[src/rtl/pf_pkg.sv]
// Package: shared register addresses and bit positions of the prefetch engine.
// Assumes a 2-bit word address space with four registers.
package pf_pkg;
    typedef enum logic [1:0] {
        PF_SETUP = 2'd0,
        PF_LEN   = 2'd1,
        PF_CTRL  = 2'd2,
        PF_STAT  = 2'd3
    } pf_addr_e;

    localparam int unsigned DIR_BIT  = 0;
    localparam int unsigned EN_BIT   = 7;
    localparam int unsigned THR_LSB  = 8;
    localparam int unsigned THR_FLD  = 8;
    localparam int unsigned SEL_LSB  = 24;
    localparam int unsigned LVL_LSB  = 24;
    localparam int unsigned ERR_BIT  = 15;
    localparam int unsigned HIT_BIT  = 14;
endpackage

[src/rtl/pf_regs.sv]
// Module: pf_regs
// Holds the setup and length registers, the run state and the sticky error.
// Assumes one register write per cycle; refuses setup changes while running.
module pf_regs
    import pf_pkg::*;
#(
    parameter int unsigned CNT_W   = 14,
    parameter int unsigned SEL_W   = 3,
    parameter int unsigned THR_MAX = 64,
    localparam int unsigned THR_W  = $clog2(THR_MAX + 1)
) (
    input  logic             clk,
    input  logic             rst_n,
    input  logic             wr_en,
    input  logic [1:0]       wr_addr,
    input  logic [31:0]      wr_data,
    input  logic             drained,
    output logic             running,
    output logic             start,
    output logic             stop,
    output logic             dir_q,
    output logic             en_q,
    output logic [THR_W-1:0] thr_q,
    output logic [SEL_W-1:0] sel_q,
    output logic [CNT_W-1:0] len_q,
    output logic             err_q
);
    logic wr_setup, wr_len, wr_ctrl, thr_bad;

    // Decode the write strobe per register.
    always_comb begin
        wr_setup = wr_en && (wr_addr == PF_SETUP);
        wr_len   = wr_en && (wr_addr == PF_LEN);
        wr_ctrl  = wr_en && (wr_addr == PF_CTRL);
        thr_bad  = wr_data[THR_LSB +: THR_FLD] > THR_FLD'(THR_MAX);
        start    = wr_ctrl && wr_data[0] && !running && en_q && !dir_q;
        stop     = wr_ctrl && !wr_data[0];
    end

    // Setup register: accepted only when idle and the threshold is legal.
    always_ff @(posedge clk) begin
        if (!rst_n) begin
            dir_q <= 1'b0;
            en_q  <= 1'b0;
            thr_q <= '0;
            sel_q <= '0;
        end else if (wr_setup && !running && !thr_bad) begin
            dir_q <= wr_data[DIR_BIT];
            en_q  <= wr_data[EN_BIT];
            thr_q <= wr_data[THR_LSB +: THR_W];
            sel_q <= wr_data[SEL_LSB +: SEL_W];
        end
    end

    // Length register: accepted only when idle.
    always_ff @(posedge clk) begin
        if (!rst_n) begin
            len_q <= '0;
        end else if (wr_len && !running) begin
            len_q <= wr_data[CNT_W-1:0];
        end
    end

    // Run state: stop wins, then start, then drain completion.
    always_ff @(posedge clk) begin
        if (!rst_n) begin
            running <= 1'b0;
        end else if (stop) begin
            running <= 1'b0;
        end else if (start) begin
            running <= 1'b1;
        end else if (running && drained) begin
            running <= 1'b0;
        end
    end

    // Sticky error: set by any refused setup or length write, cleared by stop.
    always_ff @(posedge clk) begin
        if (!rst_n) begin
            err_q <= 1'b0;
        end else if (stop) begin
            err_q <= 1'b0;
        end else if ((wr_setup && (running || thr_bad)) || (wr_len && running)) begin
            err_q <= 1'b1;
        end
    end


    cfg_hold_chk: assert property (@(posedge clk) disable iff (!rst_n)
        running |=> ($stable(thr_q) && $stable(sel_q) && $stable(len_q)
                     && $stable(en_q) && $stable(dir_q)));


    busy_err_chk: assert property (@(posedge clk) disable iff (!rst_n)
        (running && wr_en && (wr_addr == PF_SETUP || wr_addr == PF_LEN)) |=> err_q);


    thr_limit_chk: assert property (@(posedge clk) disable iff (!rst_n)
        thr_q <= THR_W'(THR_MAX));


    stop_idle_chk: assert property (@(posedge clk) disable iff (!rst_n)
        stop |=> (!running && !err_q));
endmodule

[src/rtl/pf_fetch.sv]
// Module: pf_fetch
// Tracks the bytes still owed and raises the NAND byte request.
// Assumes the NAND port delivers a byte in the same cycle it acknowledges.
module pf_fetch #(
    parameter int unsigned CNT_W = 14,
    parameter int unsigned DEPTH = 64,
    localparam int unsigned LVL_W = $clog2(DEPTH + 1)
) (
    input  logic             clk,
    input  logic             rst_n,
    input  logic             start,
    input  logic             stop,
    input  logic             running,
    input  logic [CNT_W-1:0] len,
    input  logic [LVL_W-1:0] fifo_lvl,
    input  logic             nand_ack,
    output logic             nand_req,
    output logic [CNT_W-1:0] remain
);
    // Request while running, bytes owed and FIFO room left.
    always_comb begin
        nand_req = running && (remain != '0) && (fifo_lvl < LVL_W'(DEPTH));
    end

    // Remaining count: cleared on stop, loaded on start, decremented per byte.
    always_ff @(posedge clk) begin
        if (!rst_n || stop) begin
            remain <= '0;
        end else if (start) begin
            remain <= len;
        end else if (nand_req && nand_ack) begin
            remain <= remain - CNT_W'(1);
        end
    end


    byte_dec_chk: assert property (@(posedge clk) disable iff (!rst_n)
        (nand_req && nand_ack && !stop) |=> (remain == $past(remain) - CNT_W'(1)));
endmodule

[src/rtl/pf_fifo.sv]
// Module: pf_fifo
// Byte FIFO with one-byte push and a pop of up to four bytes as a word.
// Assumes DEPTH is a power of two and the writer never pushes when full.
module pf_fifo #(
    parameter int unsigned DEPTH = 64,
    localparam int unsigned AW    = $clog2(DEPTH),
    localparam int unsigned LVL_W = $clog2(DEPTH + 1)
) (
    input  logic             clk,
    input  logic             rst_n,
    input  logic             flush,
    input  logic             push,
    input  logic [7:0]       push_data,
    input  logic             pop,
    input  logic             last,
    output logic [LVL_W-1:0] lvl,
    output logic [31:0]      word,
    output logic             word_ok
);
    logic [7:0]    mem [DEPTH];
    logic [AW-1:0] wr_ptr, rd_ptr;
    logic [2:0]    take, npop;

    // Word availability and the number of bytes a pop removes.
    always_comb begin
        word_ok = (lvl >= LVL_W'(4)) || (last && (lvl != '0));
        take    = (lvl >= LVL_W'(4)) ? 3'd4 : lvl[2:0];
        npop    = (pop && word_ok) ? take : 3'd0;
    end

    // Head word lanes, zero where the FIFO holds fewer bytes.
    for (genvar i = 0; i < 4; i++) begin : g_lane
        logic [AW-1:0] idx;
        assign idx = rd_ptr + AW'(i);
        assign word[8*i +: 8] = (LVL_W'(i) < lvl) ? mem[idx] : 8'h00;
    end

    // Storage write.
    always_ff @(posedge clk) begin
        if (push) begin
            mem[wr_ptr] <= push_data;
        end
    end

    // Pointers and level.
    always_ff @(posedge clk) begin
        if (!rst_n || flush) begin
            wr_ptr <= '0;
            rd_ptr <= '0;
            lvl    <= '0;
        end else begin
            wr_ptr <= wr_ptr + AW'(push);
            rd_ptr <= rd_ptr + AW'(npop);
            lvl    <= lvl + LVL_W'(push) - LVL_W'(npop);
        end
    end


    no_overflow_chk: assert property (@(posedge clk) disable iff (!rst_n)
        lvl <= LVL_W'(DEPTH));


    push_room_chk: assert property (@(posedge clk) disable iff (!rst_n)
        push |-> (lvl != LVL_W'(DEPTH)));


    pop_gone_chk: assert property (@(posedge clk) disable iff (!rst_n)
        (pop && word_ok && !push && !flush && lvl <= LVL_W'(4)) |=> (lvl == '0));
endmodule

[src/rtl/nand_rd_prefetch.sv]
// Module: nand_rd_prefetch (top)
// Register-programmed read prefetch from a byte NAND port to 32-bit host words.
// Assumes a single register master and a host that pops only offered words.
module nand_rd_prefetch
    import pf_pkg::*;
#(
    parameter int unsigned FIFO_BYTES = 64,
    parameter int unsigned CNT_BITS   = 14,
    parameter int unsigned SEL_BITS   = 3
) (
    input  logic                clk,
    input  logic                rst_n,
    input  logic                reg_wr,
    input  logic [1:0]          reg_waddr,
    input  logic [31:0]         reg_wdata,
    input  logic [1:0]          reg_raddr,
    output logic [31:0]         reg_rdata,
    input  logic                host_rd,
    output logic [31:0]         host_word,
    output logic                host_word_ok,
    output logic                nand_req,
    input  logic                nand_ack,
    input  logic [7:0]          nand_data,
    output logic [SEL_BITS-1:0] nand_cs
);
    localparam int unsigned LVL_W = $clog2(FIFO_BYTES + 1);

    logic                running, start, stop, dir_q, en_q, err_q;
    logic [LVL_W-1:0]    thr_q, lvl;
    logic [CNT_BITS-1:0] len_q, remain;
    logic                drained, thr_hit;

    pf_regs #(.CNT_W(CNT_BITS), .SEL_W(SEL_BITS), .THR_MAX(FIFO_BYTES)) u_regs (
        .clk(clk), .rst_n(rst_n), .wr_en(reg_wr), .wr_addr(reg_waddr),
        .wr_data(reg_wdata), .drained(drained), .running(running),
        .start(start), .stop(stop), .dir_q(dir_q), .en_q(en_q),
        .thr_q(thr_q), .sel_q(nand_cs), .len_q(len_q), .err_q(err_q)
    );

    pf_fetch #(.CNT_W(CNT_BITS), .DEPTH(FIFO_BYTES)) u_fetch (
        .clk(clk), .rst_n(rst_n), .start(start), .stop(stop),
        .running(running), .len(len_q), .fifo_lvl(lvl),
        .nand_ack(nand_ack), .nand_req(nand_req), .remain(remain)
    );

    pf_fifo #(.DEPTH(FIFO_BYTES)) u_fifo (
        .clk(clk), .rst_n(rst_n), .flush(stop),
        .push(nand_req && nand_ack), .push_data(nand_data),
        .pop(host_rd), .last(remain == '0), .lvl(lvl),
        .word(host_word), .word_ok(host_word_ok)
    );

    // Completion and threshold flags.
    always_comb begin
        drained = (remain == '0) && (lvl == '0);
        thr_hit = (thr_q != '0) && (lvl >= thr_q);
    end

    // Register read mux.
    always_comb begin
        reg_rdata = '0;
        case (reg_raddr)
            PF_SETUP: begin
                reg_rdata[DIR_BIT]            = dir_q;
                reg_rdata[EN_BIT]             = en_q;
                reg_rdata[THR_LSB +: LVL_W]   = thr_q;
                reg_rdata[SEL_LSB +: SEL_BITS] = nand_cs;
            end
            PF_LEN:  reg_rdata[CNT_BITS-1:0] = len_q;
            PF_CTRL: reg_rdata[0] = running;
            default: begin
                reg_rdata[CNT_BITS-1:0]     = remain;
                reg_rdata[LVL_LSB +: LVL_W] = lvl;
                reg_rdata[ERR_BIT]          = err_q;
                reg_rdata[HIT_BIT]          = thr_hit;
            end
        endcase
    end


    idle_after_drain_chk: assert property (@(posedge clk) disable iff (!rst_n)
        (running && remain == '0 && lvl == '0 && !start) |=> !running);


    word_has_data_chk: assert property (@(posedge clk) disable iff (!rst_n)
        host_word_ok |-> (lvl != '0));


    idle_no_req_chk: assert property (@(posedge clk) disable iff (!rst_n)
        !running |-> !nand_req);
endmodule

[config.mk]
export PLATFORM = sky130hd
export DESIGN_NAME = nand_rd_prefetch
export DESIGN_NICKNAME = d
export VERILOG_FILES = /design/src/rtl/pf_pkg.sv /design/src/rtl/pf_regs.sv /design/src/rtl/pf_fetch.sv /design/src/rtl/pf_fifo.sv /design/src/rtl/nand_rd_prefetch.sv
export SDC_FILE = /design/constraint.sdc
export NUM_CORES = 1
export LEC_CHECK = 0
export BUFFER_PORTS_ARGS = -buffer_cell sky130_fd_sc_hd__clkbuf_2
export CORE_MARGIN = 3
export CORE_UTILIZATION = 37
export DETAILED_ROUTE_END_ITERATION = 10
export PLACE_DENSITY = 0.58
export REMOVE_ABC_BUFFERS = 1
export SETUP_SLACK_MARGIN = 0.3
export SYNTH_ARGS = -nofsm -noshare
export SYNTH_HDL_FRONTEND = slang
export SYNTH_HIERARCHICAL = 1
export SYNTH_SLANG_ARGS = --single-unit
[constraint.sdc]
create_clock -name clk -period 3.57 [get_ports clk]
set_input_delay 0.1785 -clock clk [delete_from_list [all_inputs] [get_ports clk]]
set_output_delay 0.1785 -clock clk [all_outputs]
set_load 0.03 [all_outputs]
### Word-level counts from Yosys, hierarchy flattened

Memories as Yosys holds them, arrays and structs flattened. A register that Yosys moved wholly into a read port is not among the register bits.
Index checks and enable logic that the tools add are counted.

| word-level totals | value |
|---|---|
| register bits after elaboration | 61 |
| memories kept | 1 |
| input bits | 49 |
| memory bits (writable) | 512 |
| word-level logic and storage cells | 96 |

Memory list:

| memory | depth | bits a word | rd ports | clocked after Yosys merged registers in | wr ports | RTL line | RTL |
|---|---|---|---|---|---|---|---|
| u_fifo.mem | 64 | 8 | 4 | 1 | 1 | pf_fifo.sv:20 | `logic [7:0] mem [DEPTH];` |

| operators by class | value |
|---|---|
| bitwise logic cells | 1 |
| muxes and demuxes | 20 |
| add/subtract/negate cells | 8 |
| reductions and logical operators | 43 |
| equality and inequality tests | 4 |
| order comparisons | 8 |

Operators by type and width:

| kind | number |
|---|---|
| $mux W8 | 4 |
| $mux W14 | 2 |
| $logic_and A1 B1 Y1 | 21 |
| $pmux W7 S3 | 1 |
| $logic_not A14 Y1 | 1 |
| $lt A1 B7 Y1 const A | 2 |
| $lt A2 B7 Y1 const A | 2 |
| $reduce_bool A14 Y1 | 1 |
| $reduce_bool A7 Y1 | 2 |
| $sub A14 B1 Y14 const B | 1 |
| $add A6 B2 Y6 const B | 2 |
| $pmux W6 S2 | 1 |
| $gt A8 B7 Y1 const B | 1 |
| $add A7 B1 Y7 | 1 |
| $ge A7 B3 Y1 const B | 1 |
| $ge A7 B7 Y1 | 1 |
| $logic_not A7 Y1 | 1 |
| $lt A7 B7 Y1 const B | 1 |
| $sub A7 B3 Y7 | 1 |
| $add A6 B1 Y6 | 1 |
| $add A6 B1 Y6 const B | 1 |
| $add A6 B3 Y6 | 1 |
| $mux W3 | 2 |
| $mux W6 | 1 |
| other kinds (14) | 31 |

### Longest topological paths before layout

| logic depth | value |
|---|---|
| depth after elaboration | 7 |
| gate-level depth with buffers | 18 |

### Modules after synthesis

The synthesis kept the hierarchy.

Modules (own cells, without submodules):

| module | instances | cells each | area each (um2) |
|---|---|---|---|
| pf_fifo | 1 | 2436 | 33863.7 |
| pf_regs | 1 | 136 | 1156.1 |
| pf_fetch | 1 | 98 | 838.3 |
| nand_rd_prefetch | 1 | 95 | 676.9 |

### Worst setup path before layout

OpenSTA, ideal clock, no wires.

| path | value |
|---|---|
| kind | reg-to-reg |
| start | reg u_fetch.remain[0] |
| end | reg u_fifo.lvl[6] |
| path buffers | 1 |
| required time | 3.454 ns |
| arrival | 4.007 ns |
| setup slack | -0.553 ns |
| cell stages (with the launch flop) | 19 |
| path through | dfxtp_1 > inv_1 > ha_1 > nor4b_4 > and2_1 > nor3b_1 > and2_1 > clkbuf_1 > inv_1 > ha_1 > inv_1 > ha_1 > fa_1 > a21o_1 > a21oi_1 > o21bai_1 > a21oi_1 > xnor2_1 > nor2_1 |

| on the way | value |
|---|---|
| longest elaborated chain between the ends | 6 |
| elaborated cells between the ends (all ways) | 11 |
| classes of those cells | add/sub (2); mux (1); reduce/logical (8) |

Ends and longest elaborated chain:

| what | RTL line | RTL |
|---|---|---|
| start: declaration | pf_fetch.sv:18 | `output logic [CNT_W-1:0] remain` |
| start signal: assignment | pf_fetch.sv:30 | `remain <= len;` |
| start signal: assignment | pf_fetch.sv:32 | `remain <= remain - CNT_W'(1);` |
| $reduce_bool A14 Y1 | pf_fetch.sv:22 | `nand_req = running && (remain != '0) && (fifo_lvl < LVL_W'(DEPTH));` |
| $logic_and A1 B1 Y1 (2 in a row) | pf_fetch.sv:22 |  |
| net nand_req | nand_rd_prefetch.sv:21 | `output logic nand_req,` |
| $logic_and A1 B1 Y1 | nand_rd_prefetch.sv:48 | `.push(nand_req && nand_ack), .push_data(nand_data),` |
| $add A7 B1 Y7 | pf_fifo.sv:54 | `lvl <= lvl + LVL_W'(push) - LVL_W'(npop);` |
| $sub A7 B3 Y7 | pf_fifo.sv:54 |  |
| end signal: assignment | pf_fifo.sv:54 |  |
| end: declaration | pf_fifo.sv:16 | `output logic [LVL_W-1:0] lvl,` |

The timed path passes the listed nets, and every way through them passes these cells.
A chain may end at the register's enable or synchronous reset.

### Worst setup path in the final report

| path | value |
|---|---|
| start | reg u_fifo.rd_ptr[1] |
| end | out host_word[28] |

| on the way | value |
|---|---|
| longest elaborated chain between the ends | 3 |

Ends and longest elaborated chain:

| what | RTL line | RTL |
|---|---|---|
| start: declaration | pf_fifo.sv:21 | `logic [AW-1:0] wr_ptr, rd_ptr;` |
| start signal: assignment | pf_fifo.sv:53 | `rd_ptr <= rd_ptr + AW'(npop);` |
| $add A6 B2 Y6 | pf_fifo.sv:34 | `assign idx = rd_ptr + AW'(i);` |
| $mem_v2 Z64 W8 | -- |  |
| $mux W8 | pf_fifo.sv:35 | `assign word[8*i +: 8] = (LVL_W'(i) < lvl) ? mem[idx] : 8'h00;` |
| end: declaration | nand_rd_prefetch.sv:19 | `output logic [31:0] host_word,` |

No other way between the ends.

==> run summary <==
status = finished with violations
failing checks = setup timing
detailed-route DRC error count = 0
met2 WL = 63.7 mm
Synth Flop Type = edfxtp_1
largest net degree at the start of global routing = 61
Synth top cells by count = edfxtp_1 (512), nand2_1 (445), mux4_2 (393)
compound-gate portion of the synthesized area = 0.0736
RR Startpoint = u_fetch/remain[9]
Max-cap violations = 0
nets = 3235
Worst setup SP type = flop
crit-path cells = inv_6 > ha_4 > xnor2_4 > buf_12 > buf_12 > buf_4 > nand2_1 > a32oi_1 > a31oi_2 > or4_4 > o41ai_4 > clkbuf_8
Worst EP arrival = 3.46 ns
Synth top area share = 0.421
Chip Height = 320 microns
design area = 47600 sq um
global-route wire length before repair = 212 mm
top cell type by total area after synthesis = edfxtp_1
GRT Util Overall = 0.285
required time worst endpoint = 3.39 ns
first drt pass iteration count = 8
final hold vios = 0
Fin Hold WS = 0.0328 ns
final WL = 150 mm
Final Util = 0.489
core area = 97300 sq um
Seq/Total Area, Yosys = 0.454
die area = 103000 sq um
post-detail-place hpwl = 92.1 mm
Post-Syn Instances = 2765
clock root buffer = clkbuf_16
Post-synth EDFFs = 512
RSZ-0062 raised after global routing = true
vias in the first global route = 28998
max_slew headroom = 0.184
total gr overflow = 0
FP Rows = 114
CTS Buf Count = 69
Finish-stage setup viols = 7
I/O pin count = 118
Critical Path Fanout Max = 7
routed metal-1 wirelength = 53.2 mm
synth-to-layout area growth = 30.2%
crit end category = primary output
FF-to-FF path depth = 16
Worst Max-Slew Pin Slew = 1.22 ns
f_max = 275 MHz
Skew-Pair Late Insertion Delay = 0.64 ns
Netlist cell types = 88
Synth async-reset ratio = 0
Reg clk slew, reported paths = 0.06 ns
Setup Skew = 0.0434 ns
layout cell share with drive strength beyond 1 = 0.412
Area contributors post-synth = edfxtp_1 (42%), mux4_2 (24%), mux2i_1 (6.1%)
Final min period = 3.64 ns
WL per Instance = 33.4 microns
Setup CP Type = flop to primary output
initial antenna violation count = 2
worst reg2reg setup slack = 0.25 ns
area share of fa/ha/maj cells after synthesis = 0.0110
routability cong. = 1.05
DR vias = 29983
most numerous cell in the Yosys netlist = edfxtp_1
Sink Count = 573
CTS HTree Levels = 3
xor/xnor cell area share of the yosys netlist = 0.00760
crit path from = u_fifo/rd_ptr[1]
worst r2r dst = u_fifo/lvl[6]
Initial Util = 0.376
worst setup margin = -0.0712 ns
fin crit share = 1.02
Largest stage delay, worst path = 0.68 ns
yosys warns = 6
pwr/cell area = 515 nW/um^2
Port Buffer Count = 95
routed vias/inst = 6.69
antenna viol nets, final = 0
Worst path most repeated cell = buf_12
P_leak = 15.6 nW
total power = 24.5 mW
Die Width = 320 microns
CTS tree = done
Synth Area in Simple Gates = 0.106
Max Slew Vio Count = 0
CP max-delay cell = or4_4
DRT iter0 DRCs = 4896
mux share of post-synthesis cell area = 0.308
flops & latches, synth = 573
worst vdd ir = 0.000359 V
clock tree buffer depth = 3
met3 routed WL = 22.0 mm
Hold/Removal Path Class = primary input to flop
total placed instance area = 39500 sq um
top layer reached by signal wires = met5
largest family of logic cells by synthesized area = multiplexers
synthesized area per cell = 13.2 sq um
Setup crit end = host_word[28]
post-synthesis cell area = 36500 sq um
[placed cells by master (no fill, tap or decap), drive strengths merged, types with 26 or more instances in the layout]
cell and instances:
clkinv 27, o211ai 28, clkbuf 158, o21ai 59
o22ai 39, ha 29, nor2 126, a21oi 36
a31oi 26, dfxtp 61, nand2 446, edfxtp 512
mux4 393, inv 44, nand3 151, mux2i 221
buf 443
[cell type report]
| type | instances | area, sq um |
|---|---|---|
| inverter | 41 | 164 |
| timing repair buffer | 551 | 6620 |
| clock inverter | 43 | 450 |
| antenna | 1 | 2.50 |
| clock buffer | 81 | 1840 |
| tap | 1276 | 1600 |
| multi-input combinational | 1919 | 20300 |
| sequential | 573 | 16600 |
| fill | 8145 | 49700 |
[worst max-delay path: cells and delay by family (launching register included)]
family | cells | cell delay [ns]
adders and majority gates | 1 | 0.19
xor gates and xnor gates | 1 | 0.20
and+or+nand+nor | 2 | 0.73
AOI/OAI and AO/OA | 3 | 0.55
buffers and inverters | 5 | 0.77
DFF | 1 | 0.39
[how the worst min path moves through the flow]
stage	endpoint	from	cells after the start
after detailed placement	u_regs/sel_q[0]	reg_wdata[24]	3
after global routing	u_regs/thr_q[6]	reg_waddr[0]	4
after global placement	u_regs/sel_q[1]	reg_wdata[25]	3
after CTS	u_regs/thr_q[6]	reg_waddr[0]	4
after floorplan	u_fifo/mem[0][0]	nand_data[0]	0
final	u_regs/thr_q[6]	reg_waddr[0]	4
[power breakdown]
part,internal (mW),total (mW),switching (mW)
Clock,4.28,7.21,2.93
Combinational,4.41,9.88,5.47
Sequential,7.34,7.41,0.0736
[cell families after synthesis]
family | Yosys count
flops | 573
mux | 631
compound gates | 354
xor+xnor | 30
simple gates | 863
other cells | 1
fa+ha+maj | 31
buf+inv | 282
[what timing repair did]
action,CTS,global route
pin swaps,75,83
endpoints found under the hold margin,32,0
resized for setup,427,139
setup endpoints to repair,34,216
gates cloned,47,9
setup buffers,96,56
hold buffers,22,0
[state kept, by name, summed over array words and instances, names as in the netlist]
signal / count
u_fifo/rd_ptr: 6
u_regs/en_q: 1
u_regs/thr_q: 7
u_fifo/mem: 512
u_regs/len_q: 14
u_fetch/remain: 14
u_fifo/wr_ptr: 6
u_regs/running: 1
u_regs/err_q: 1
u_regs/sel_q: 3
u_regs/dir_q: 1
u_fifo/lvl: 7
[through the flow]
step / setup slack, ns / TNS [ns] / instances
after floorplan: -21.55 / -607.65 / 2532
after global placement: -0.0171 / -0.0171 / 4130
after detailed placement: -0.0742 / -0.0742 / 4130
after CTS: -0.00524 / -0.00944 / 4419
after global routing: -0.0860 / -0.428 / 4484
final: -0.0712 / -0.246 / 4485
[layer usage]
metal,global-route usage,vias up
met3,0.0996,550
li1,-,11883
met1,0.369,14953
met2,0.412,2595
met4,0.169,2
met5,0,-
Note: power is estimated with default switching activity, not from simulation.
